**config.mk**
```make
export PLATFORM = sky130hd
export DESIGN_NAME = slot_map_mgr
export DESIGN_NICKNAME = d
export VERILOG_FILES = /design/src/rtl/slot_map_pkg.sv /design/src/rtl/slot_map_store.sv /design/src/rtl/slot_map_count.sv /design/src/rtl/slot_map_iter.sv /design/src/rtl/slot_map_ctrl.sv /design/src/rtl/slot_map_mgr.sv
export SDC_FILE = /design/constraint.sdc
export NUM_CORES = 2
export LEC_CHECK = 0
export ABC_AREA = 1
export BUFFER_PORTS_ARGS = -buffer_cell sky130_fd_sc_hd__buf_2
export CORE_MARGIN = 2
export CORE_UTILIZATION = 55
export DETAILED_ROUTE_END_ITERATION = 10
export PLACE_DENSITY = 0.72
export RECOVER_POWER = 25
export SETUP_SLACK_MARGIN = 0.2
export SLEW_MARGIN = 40
export SYNTH_ARGS = -nofsm -noshare
export SYNTH_HDL_FRONTEND = slang
export SYNTH_HIERARCHICAL = 1
export SYNTH_SLANG_ARGS = --single-unit
```
**constraint.sdc**
```tcl
create_clock -name clk -period 4.8 [get_ports clk]
set_input_delay 0.24 -clock clk [delete_from_list [all_inputs] [get_ports clk]]
set_output_delay 0.24 -clock clk [all_outputs]
set_load 0.01 [all_outputs]
```
**src/rtl/slot_map_pkg.sv**
```systemverilog
package slot_map_pkg;

  typedef enum logic [2:0] {
    OP_LOOKUP    = 3'd0,
    OP_FIND_FREE = 3'd1,
    OP_WRITE     = 3'd2,
    OP_CLEAR     = 3'd3,
    OP_NEXT      = 3'd4,
    OP_REWIND    = 3'd5
  } map_op_e;

  typedef enum logic [2:0] {
    ST_IDLE,
    ST_MATCH,
    ST_FREE,
    ST_ITER,
    ST_RESP
  } ctrl_state_e;

  localparam logic [7:0] STAT_OK       = 8'h00;
  localparam logic [7:0] STAT_NO_SPACE = 8'h01;
  localparam logic [7:0] STAT_FAILED   = 8'h03;
  localparam logic [7:0] STAT_NOTFOUND = 8'h05;

endpackage

```
**src/rtl/slot_map_store.sv**
```systemverilog
module slot_map_store #(
  parameter int NUM_SLOTS = 16,
  parameter int FIRST_IDX = 2,
  parameter int ID_W      = 64,
  parameter int IDX_W     = 5
) (
  input  logic             clk,
  input  logic             rst_n,
  input  logic [IDX_W-1:0] rd_idx,
  output logic [ID_W-1:0]  rd_data,
  input  logic             wr_en,
  input  logic [IDX_W-1:0] wr_idx,
  input  logic [ID_W-1:0]  wr_data
);

  logic [ID_W-1:0] ent [NUM_SLOTS];

  // Header slots hold no flops; a write aimed at them or past the end
  // matches no record slot and is dropped.
  for (genvar g = 0; g < NUM_SLOTS; g++) begin : g_slot
    if (g < FIRST_IDX) begin : g_hdr
      assign ent[g] = '0;
    end else begin : g_rec
      logic [ID_W-1:0] val_q;
      always_ff @(posedge clk) begin
        if (!rst_n) begin
          val_q <= '0;
        end else if (wr_en && (wr_idx == IDX_W'(g))) begin
          val_q <= wr_data;
        end
      end
      assign ent[g] = val_q;
    end
  end

  // Out-of-range read indices return a free-looking entry.
  always_comb begin
    rd_data = '0;
    for (int i = 0; i < NUM_SLOTS; i++) begin
      if (rd_idx == IDX_W'(i)) begin
        rd_data = ent[i];
      end
    end
  end

endmodule

```
**src/rtl/slot_map_count.sv**
```systemverilog
module slot_map_count #(
  parameter int CNT_W = 5
) (
  input  logic             clk,
  input  logic             rst_n,
  input  logic             inc,
  input  logic             dec,
  output logic [CNT_W-1:0] count
);

  logic [CNT_W-1:0] cnt_q;

  always_ff @(posedge clk) begin
    if (!rst_n) begin
      cnt_q <= '0;
    end else if (inc && !dec) begin
      cnt_q <= cnt_q + 1'b1;
    end else if (dec && !inc) begin
      cnt_q <= cnt_q - 1'b1;
    end
  end

  assign count = cnt_q;

endmodule

```
**src/rtl/slot_map_iter.sv**
```systemverilog
module slot_map_iter #(
  parameter int FIRST_IDX = 2,
  parameter int IDX_W     = 5
) (
  input  logic             clk,
  input  logic             rst_n,
  input  logic             restart,
  input  logic             load,
  input  logic [IDX_W-1:0] load_val,
  output logic [IDX_W-1:0] pos
);

  localparam logic [IDX_W-1:0] START = IDX_W'(FIRST_IDX);

  logic [IDX_W-1:0] pos_q;

  always_ff @(posedge clk) begin
    if (!rst_n) begin
      pos_q <= START;
    end else if (restart) begin
      pos_q <= START;
    end else if (load) begin
      pos_q <= load_val;
    end
  end

  assign pos = pos_q;

endmodule

```
**src/rtl/slot_map_ctrl.sv**
```systemverilog
module slot_map_ctrl
  import slot_map_pkg::*;
#(
  parameter int NUM_SLOTS = 16,
  parameter int FIRST_IDX = 2,
  parameter int ID_W      = 64,
  parameter int IDX_W     = 5,
  parameter int CNT_W     = 5
) (
  input  logic             clk,
  input  logic             rst_n,
  input  logic             req_valid,
  output logic             req_ready,
  input  logic [2:0]       req_op,
  input  logic [ID_W-1:0]  req_id,
  output logic             rsp_valid,
  input  logic             rsp_ready,
  output logic [7:0]       rsp_status,
  output logic [IDX_W-1:0] rsp_index,
  output logic [ID_W-1:0]  rsp_id,
  output logic [IDX_W-1:0] rd_idx,
  input  logic [ID_W-1:0]  rd_data,
  output logic             wr_en,
  output logic [IDX_W-1:0] wr_idx,
  output logic [ID_W-1:0]  wr_data,
  input  logic [CNT_W-1:0] count,
  output logic             cnt_inc,
  output logic             cnt_dec,
  input  logic [IDX_W-1:0] iter_pos,
  output logic             iter_load,
  output logic [IDX_W-1:0] iter_val,
  output logic             iter_restart
);

  localparam logic [IDX_W-1:0] FIRST_I  = IDX_W'(FIRST_IDX);
  localparam logic [IDX_W-1:0] LAST_I   = IDX_W'(NUM_SLOTS);
  localparam logic [ID_W-1:0]  ALL_ONES = '1;

  function automatic logic storable(input logic [ID_W-1:0] id);
    return (id != '0) && (id != ALL_ONES);
  endfunction

  ctrl_state_e      state_q, state_d;
  logic [2:0]       op_q, op_d;
  logic [ID_W-1:0]  id_q, id_d;
  logic [IDX_W-1:0] idx_q, idx_d;
  logic [CNT_W-1:0] seen_q, seen_d;
  logic [7:0]       stat_q, stat_d;
  logic [IDX_W-1:0] ridx_q, ridx_d;
  logic [ID_W-1:0]  rid_q, rid_d;

  logic past_end;
  logic entry_used;

  assign past_end   = (idx_q >= LAST_I);
  assign entry_used = (rd_data != '0);
  assign rd_idx     = idx_q;

  always_comb begin
    state_d      = state_q;
    op_d         = op_q;
    id_d         = id_q;
    idx_d        = idx_q;
    seen_d       = seen_q;
    stat_d       = stat_q;
    ridx_d       = ridx_q;
    rid_d        = rid_q;
    wr_en        = 1'b0;
    wr_idx       = idx_q;
    wr_data      = '0;
    cnt_inc      = 1'b0;
    cnt_dec      = 1'b0;
    iter_load    = 1'b0;
    iter_val     = idx_q + 1'b1;
    iter_restart = 1'b0;

    unique case (state_q)
      ST_IDLE: begin
        if (req_valid) begin
          op_d   = req_op;
          id_d   = req_id;
          idx_d  = FIRST_I;
          seen_d = '0;
          rid_d  = req_id;
          ridx_d = '0;
          stat_d = STAT_OK;
          case (req_op)
            OP_LOOKUP: begin
              if (req_id == '0) begin
                stat_d  = STAT_NOTFOUND;
                state_d = ST_RESP;
              end else begin
                state_d = ST_MATCH;
              end
            end
            OP_WRITE, OP_CLEAR: begin
              if (!storable(req_id)) begin
                stat_d  = STAT_FAILED;
                state_d = ST_RESP;
              end else begin
                state_d = ST_MATCH;
              end
            end
            OP_FIND_FREE: state_d = ST_FREE;
            OP_NEXT, OP_REWIND: begin
              if (count == '0) begin
                rid_d        = ALL_ONES;
                iter_restart = 1'b1;
                state_d      = ST_RESP;
              end else begin
                idx_d   = (req_op == OP_REWIND) ? FIRST_I : iter_pos;
                state_d = ST_ITER;
              end
            end
            default: begin
              stat_d  = STAT_FAILED;
              state_d = ST_RESP;
            end
          endcase
        end
      end

      ST_MATCH: begin
        if (past_end || (seen_q >= count)) begin
          if (op_q == OP_WRITE) begin
            idx_d   = FIRST_I;
            state_d = ST_FREE;
          end else begin
            stat_d  = STAT_NOTFOUND;
            state_d = ST_RESP;
          end
        end else if (rd_data == id_q) begin
          ridx_d  = idx_q;
          stat_d  = STAT_OK;
          state_d = ST_RESP;
          if (op_q == OP_CLEAR) begin
            wr_en   = 1'b1;
            wr_data = '0;
            cnt_dec = 1'b1;
          end else if (op_q == OP_WRITE) begin
            wr_en   = 1'b1;
            wr_data = id_q;
          end
        end else begin
          if (entry_used) begin
            seen_d = seen_q + 1'b1;
          end
          idx_d = idx_q + 1'b1;
        end
      end

      ST_FREE: begin
        if (past_end) begin
          stat_d  = STAT_NO_SPACE;
          state_d = ST_RESP;
        end else if (!entry_used) begin
          ridx_d  = idx_q;
          stat_d  = STAT_OK;
          state_d = ST_RESP;
          if (op_q == OP_WRITE) begin
            wr_en   = 1'b1;
            wr_data = id_q;
            cnt_inc = 1'b1;
          end
        end else begin
          idx_d = idx_q + 1'b1;
        end
      end

      ST_ITER: begin
        if (past_end) begin
          rid_d        = ALL_ONES;
          stat_d       = STAT_OK;
          iter_restart = 1'b1;
          state_d      = ST_RESP;
        end else if (entry_used) begin
          rid_d     = rd_data;
          ridx_d    = idx_q;
          stat_d    = STAT_OK;
          iter_load = 1'b1;
          state_d   = ST_RESP;
        end else begin
          idx_d = idx_q + 1'b1;
        end
      end

      ST_RESP: begin
        if (rsp_ready) begin
          state_d = ST_IDLE;
        end
      end

      default: state_d = ST_IDLE;
    endcase
  end

  always_ff @(posedge clk) begin
    if (!rst_n) begin
      state_q <= ST_IDLE;
      op_q    <= '0;
      id_q    <= '0;
      idx_q   <= FIRST_I;
      seen_q  <= '0;
      stat_q  <= STAT_OK;
      ridx_q  <= '0;
      rid_q   <= '0;
    end else begin
      state_q <= state_d;
      op_q    <= op_d;
      id_q    <= id_d;
      idx_q   <= idx_d;
      seen_q  <= seen_d;
      stat_q  <= stat_d;
      ridx_q  <= ridx_d;
      rid_q   <= rid_d;
    end
  end

  assign req_ready  = (state_q == ST_IDLE);
  assign rsp_valid  = (state_q == ST_RESP);
  assign rsp_status = stat_q;
  assign rsp_index  = ridx_q;
  assign rsp_id     = rid_q;

endmodule

```
**src/rtl/slot_map_mgr.sv**
```systemverilog
module slot_map_mgr #(
  parameter int  NUM_SLOTS = 16,
  parameter int  FIRST_IDX = 2,
  parameter int  ID_W      = 64,
  localparam int IDX_W     = $clog2(NUM_SLOTS + 1),
  localparam int CNT_W     = $clog2(NUM_SLOTS + 1)
) (
  input  logic             clk,
  input  logic             rst_n,
  input  logic             req_valid,
  output logic             req_ready,
  input  logic [2:0]       req_op,
  input  logic [ID_W-1:0]  req_id,
  output logic             rsp_valid,
  input  logic             rsp_ready,
  output logic [7:0]       rsp_status,
  output logic [IDX_W-1:0] rsp_index,
  output logic [ID_W-1:0]  rsp_id,
  output logic [CNT_W-1:0] rec_count
);

  logic [IDX_W-1:0] rd_idx;
  logic [ID_W-1:0]  rd_data;
  logic             wr_en;
  logic [IDX_W-1:0] wr_idx;
  logic [ID_W-1:0]  wr_data;
  logic             cnt_inc;
  logic             cnt_dec;
  logic [IDX_W-1:0] iter_pos;
  logic             iter_load;
  logic [IDX_W-1:0] iter_val;
  logic             iter_restart;

  slot_map_store #(
    .NUM_SLOTS(NUM_SLOTS), .FIRST_IDX(FIRST_IDX), .ID_W(ID_W), .IDX_W(IDX_W)
  ) u_store (
    .clk(clk), .rst_n(rst_n), .rd_idx(rd_idx), .rd_data(rd_data),
    .wr_en(wr_en), .wr_idx(wr_idx), .wr_data(wr_data)
  );

  slot_map_count #(.CNT_W(CNT_W)) u_count (
    .clk(clk), .rst_n(rst_n), .inc(cnt_inc), .dec(cnt_dec), .count(rec_count)
  );

  slot_map_iter #(.FIRST_IDX(FIRST_IDX), .IDX_W(IDX_W)) u_iter (
    .clk(clk), .rst_n(rst_n), .restart(iter_restart), .load(iter_load),
    .load_val(iter_val), .pos(iter_pos)
  );

  slot_map_ctrl #(
    .NUM_SLOTS(NUM_SLOTS), .FIRST_IDX(FIRST_IDX), .ID_W(ID_W),
    .IDX_W(IDX_W), .CNT_W(CNT_W)
  ) u_ctrl (
    .clk(clk), .rst_n(rst_n),
    .req_valid(req_valid), .req_ready(req_ready), .req_op(req_op), .req_id(req_id),
    .rsp_valid(rsp_valid), .rsp_ready(rsp_ready), .rsp_status(rsp_status),
    .rsp_index(rsp_index), .rsp_id(rsp_id),
    .rd_idx(rd_idx), .rd_data(rd_data),
    .wr_en(wr_en), .wr_idx(wr_idx), .wr_data(wr_data),
    .count(rec_count), .cnt_inc(cnt_inc), .cnt_dec(cnt_dec),
    .iter_pos(iter_pos), .iter_load(iter_load), .iter_val(iter_val),
    .iter_restart(iter_restart)
  );

endmodule

```
==> summary.txt <==
Run status
  • Status: finished with violations
  • Failing checks: max-capacitance violations, max-slew violations

STA
  • Final hold vios: 0
  • Achievable Freq: 213 MHz
  • RSZ-0062 raised after global routing: yes
  • Slew Viols, Final: 76
  • # setup viols final: 0
  • Worst Tran Pin Value: 2340 ps
  • Post-layout minimum cycle time: 4690 ps
  • Period utilization: 0.978
  • Layout Skew: 30.7 ps
  • Slew headroom: -0.565

Place
  • Final GP Congestion: 0.871
  • Port bufs: 149
  • Post-Place Cells: 8265
  • HPWL after DPL: 101000 um

Floorplanning
  • DIE AREA: 0.0919 mm^2
  • Initial Util: 0.556
  • IO Count: 155
  • Rows: 109
  • Die Y: 303 um
  • Die Span X: 303 um
  • Core area: 0.0885 mm^2

Synthesis
  • Synth Area in Compound Gates: 0.166
  • Largest family of logic cells by synthesized area: simple AND/OR/NAND/NOR gates
  • Most used DFF post-synth: dfxtp_1
  • EDFF count, synth: 0
  • Syn Inst Count: 7205
  • Number of distinct library cells after synthesis: 47
  • Seq cells post-synth: 1058
  • Post-synthesis mux area share: 0
  • Asr flop ratio synth: 0
  • Synth Area in XOR/XNOR: 0.00303
  • Adder-Cell Fraction of Synth Area: 0.00346
  • Simple logic cell fraction of the synthesized area: 0.302
  • Ys Warns: 6
  • Mapped Area: 0.0492 mm^2
  • Average cell area after synthesis: 6.83 um^2
  • Post-synthesis sequential area ratio: 0.430

Route
  • Final ANT Viol Nets: 0
  • Routed via count: 51500
  • Drc violations: 0
  • WL/cell: 20.1 um
  • Initial DRC Count: 6855
  • TritonRoute pass-1 iters: 7
  • Via/cell ratio: 5.98
  • Final WL: 173000 um

Setup path
  • CP max FO: 10
  • RR Startpoint: u_ctrl/rd_idx[1]$_SDFFE_PN1P_
  • CP max-delay cell: dfxtp_2
  • CP Capture Type: flip-flop
  • R2R setup slack: 110 ps
  • R2R Path End: u_store/g_slot[6].g_rec.val_q[26]$_SDFFE_PN0P_
  • CP startpoint kind: flip-flop
  • Worst path arrival time: 5320 ps
  • Setup CP Type: flip-flop to flip-flop
  • Req. time, crit path: 5430 ps
  • Max incr delay on CP: 350 ps
  • Worst reg2reg path depth: 33

GRT
  • Initial antenna violation count: 2
  • First-pass GRT wire length: 254000 um
  • Number of global-route vias before repair: 46400
  • Global route overflow: 0
  • Largest net degree at the start of global routing: 250
  • GRT Resource Usage Total: 0.344

Power and ir drop
  • Leak: 22.8 nW
  • Tot Pwr: 24.7 mW
  • Peak supply drop: 0.329 mV
  • Pwr/cell area: 415 mW/mm^2

Final layout
  • Layout area overhead: 21.1%
  • Diode count: 0
  • Layout cells sized above 1: 0.133
  • Nets@finish: 7434
  • Final Non-Filler Cells: 8609
  • Register area: 0.0212 mm^2
  • Area of the multi-input gates: 0.0239 mm^2
  • FILL cells: 7500

Clock tree
  • CTS Buf Count: 109
  • Total clock sinks: 1058
  • Clock buffer depth: 3
  • Worst-Skew Late Latency: 710 ps
  • CTS tree: built
  • H-Tree Depth: 3
  • Worst-path clk slew: 70 ps
  • Root buffer cell: clkbuf_16

Min path
  • Hold Path Origin: req_valid
  • Hold path cells: 5
  • Hold Path Class: input port to flip-flop
  • Hold Path End: u_ctrl/rsp_id[40]$_SDFFE_PN0P_

Flow run
  • Max_cap viols: 1
[synth_stat cells, types with 4 or more instances]
cell type	instances	area (um^2)
nand2_1	1277	4790
nor2_1	1145	4300
dfxtp_1	1058	21200
a21oi_1	707	3540
o21ai_0	680	3400
inv_1	492	1850
nand3_1	450	2250
clkbuf_1	423	1590
nand4_1	339	2120
buf_2	135	676
o21ai_1	76	380
nor3_1	72	360
nor3_2	63	631
a31oi_1	55	344
a21oi_2	52	455
inv_2	34	128
buf_1	22	82.6
buf_6	19	214
xor2_1	16	140
nor2_2	15	93.8
buf_4	14	105
ha_1	12	150
nand2_2	12	75.1
nor2_4	6	67.6
nand2_4	4	45.0
[layer usage]
metal	routed length, um	GRT usage	share of wire	vias to the layer above
met5	0	0	0	-
met4	9150	0.177	0.053	0
met3	17000	0.0404	0.098	616
met2	80500	0.572	0.46	2913
met1	66600	0.441	0.38	24000
li1	-	-	-	24000
[where the power goes]
part	internal [mW]	switching, mW
sequential	9.28	0.319
combinational	1.82	4.29
clock	5.33	3.69
total	16.4	8.30
[registers in the layout (all words and copies together), names as in the netlist, 5 cells and up]
signal,cells
u_ctrl/rd_idx,5
u_count/count,5
u_ctrl/rsp_id,64
u_ctrl/seen_q,5
u_ctrl/rsp_index,5
u_store/g_slot.g_rec.val_q,896
u_ctrl/id_q,64
u_iter/pos,5
[kinds of logic after synthesis]
kind of cell               after synthesis
AOI/OAI and AO/OA                     1576
xor gates and xnor gates                17
adders and majority gates               13
buffers and inverters                 1145
DFF                                   1058
other                                    1
and+or+nand+nor                       3395
[area by class of cell]
| cell class | count | area share |
|---|---|---|
| multi-input combinational | 5006 | 0.401 |
| inverter | 529 | 0.0347 |
| clock inverter | 36 | 0.00733 |
| timing repair buffer | 646 | 0.120 |
| sequential | 1058 | 0.356 |
| clock buffer | 169 | 0.0569 |
| tap | 1165 | 0.0245 |
[per-stage QoR]
step | hold slack (ps) | utilization | TNS, ps | area, um^2 | setup WS (ps)
floorplan | 376 | - | 0 | 49200 | 996
global placement | 432 | 0.603 | -152 | 53400 | -34.9
detailed placement | 437 | 0.603 | -1300 | 53400 | -94.6
CTS | 299 | 0.663 | 0 | 58700 | 153
global route | 253 | 0.673 | -4720 | 59600 | -132
finish | 216 | 0.673 | 0 | 59600 | 108
[worst max-delay path by stage]
| stage | startpoint | to | slack, ps | cells past startpoint |
|---|---|---|---|---|
| global placement | u_ctrl/rd_idx[4]$_SDFFE_PN0P_ | u_count/count[4]$_SDFFE_PN0P_ | -30 | 30 |
| finish | u_ctrl/rd_idx[1]$_SDFFE_PN1P_ | u_store/g_slot[6].g_rec.val_q[26]$_SDFFE_PN0P_ | 110 | 33 |
| detailed placement | u_ctrl/rd_idx[4]$_SDFFE_PN0P_ | u_count/count[4]$_SDFFE_PN0P_ | -90 | 30 |
| CTS | u_ctrl/rd_idx[1]$_SDFFE_PN1P_ | u_count/count[4]$_SDFFE_PN0P_ | 150 | 33 |
| floorplan | u_ctrl/rd_idx[0]$_SDFFE_PN0P_ | u_store/g_slot[4].g_rec.val_q[10]$_SDFFE_PN0P_ | 1000 | 27 |
| global route | u_ctrl/rd_idx[1]$_SDFFE_PN1P_ | u_store/g_slot[6].g_rec.val_q[26]$_SDFFE_PN0P_ | -130 | 33 |
[worst max-delay path, delay by kind of cell, from the launching register on]
family,cells,cell delay [ps]
XOR/XNOR,1,160
AO/OA/AOI/OAI,2,220
buffers and inverters,9,1360
flip-flops,1,350
AND/OR/NAND/NOR,21,2490
[layout by cell type, fill, tap and decap left out, types with 23 or more instances in the layout]
| cell type | synthesis | final |
|---|---|---|
| a31oi_1 | 55 | 55 |
| nor2_2 | 15 | 84 |
| nand2_2 | 12 | 25 |
| o21ai_2 | 1 | 28 |
| nor2_4 | 6 | 23 |
| a21oi_1 | 707 | 745 |
| dlygate4sd3_1 | 0 | 76 |
| buf_12 | 0 | 142 |
| nand2_1 | 1277 | 1259 |
| clkbuf_8 | 0 | 35 |
| nand3_1 | 450 | 438 |
| o21ai_0 | 680 | 640 |
| clkbuf_16 | 0 | 135 |
| nor2_1 | 1145 | 1059 |
| inv_1 | 492 | 490 |
| nor3_1 | 72 | 71 |
| nor3_2 | 63 | 62 |
| nand4_1 | 339 | 339 |
| buf_4 | 14 | 212 |
| inv_2 | 34 | 23 |
| dfxtp_1 | 1058 | 1053 |
| clkbuf_1 | 423 | 101 |
| o21ai_1 | 76 | 86 |
| buf_2 | 135 | 69 |
| clkinv_2 | 1 | 23 |
[repair_timing]
action / CTS / global route
pin swaps: 31 / 75
endpoints found under the setup margin: 900 / 900
endpoints found under the hold margin: 87 / 0
gates cloned: 9 / 29
hold buffers: 76 / 0
buffers inserted: 18 / 6
resized for setup: 76 / 199
Power figures use the tool's default switching activity.
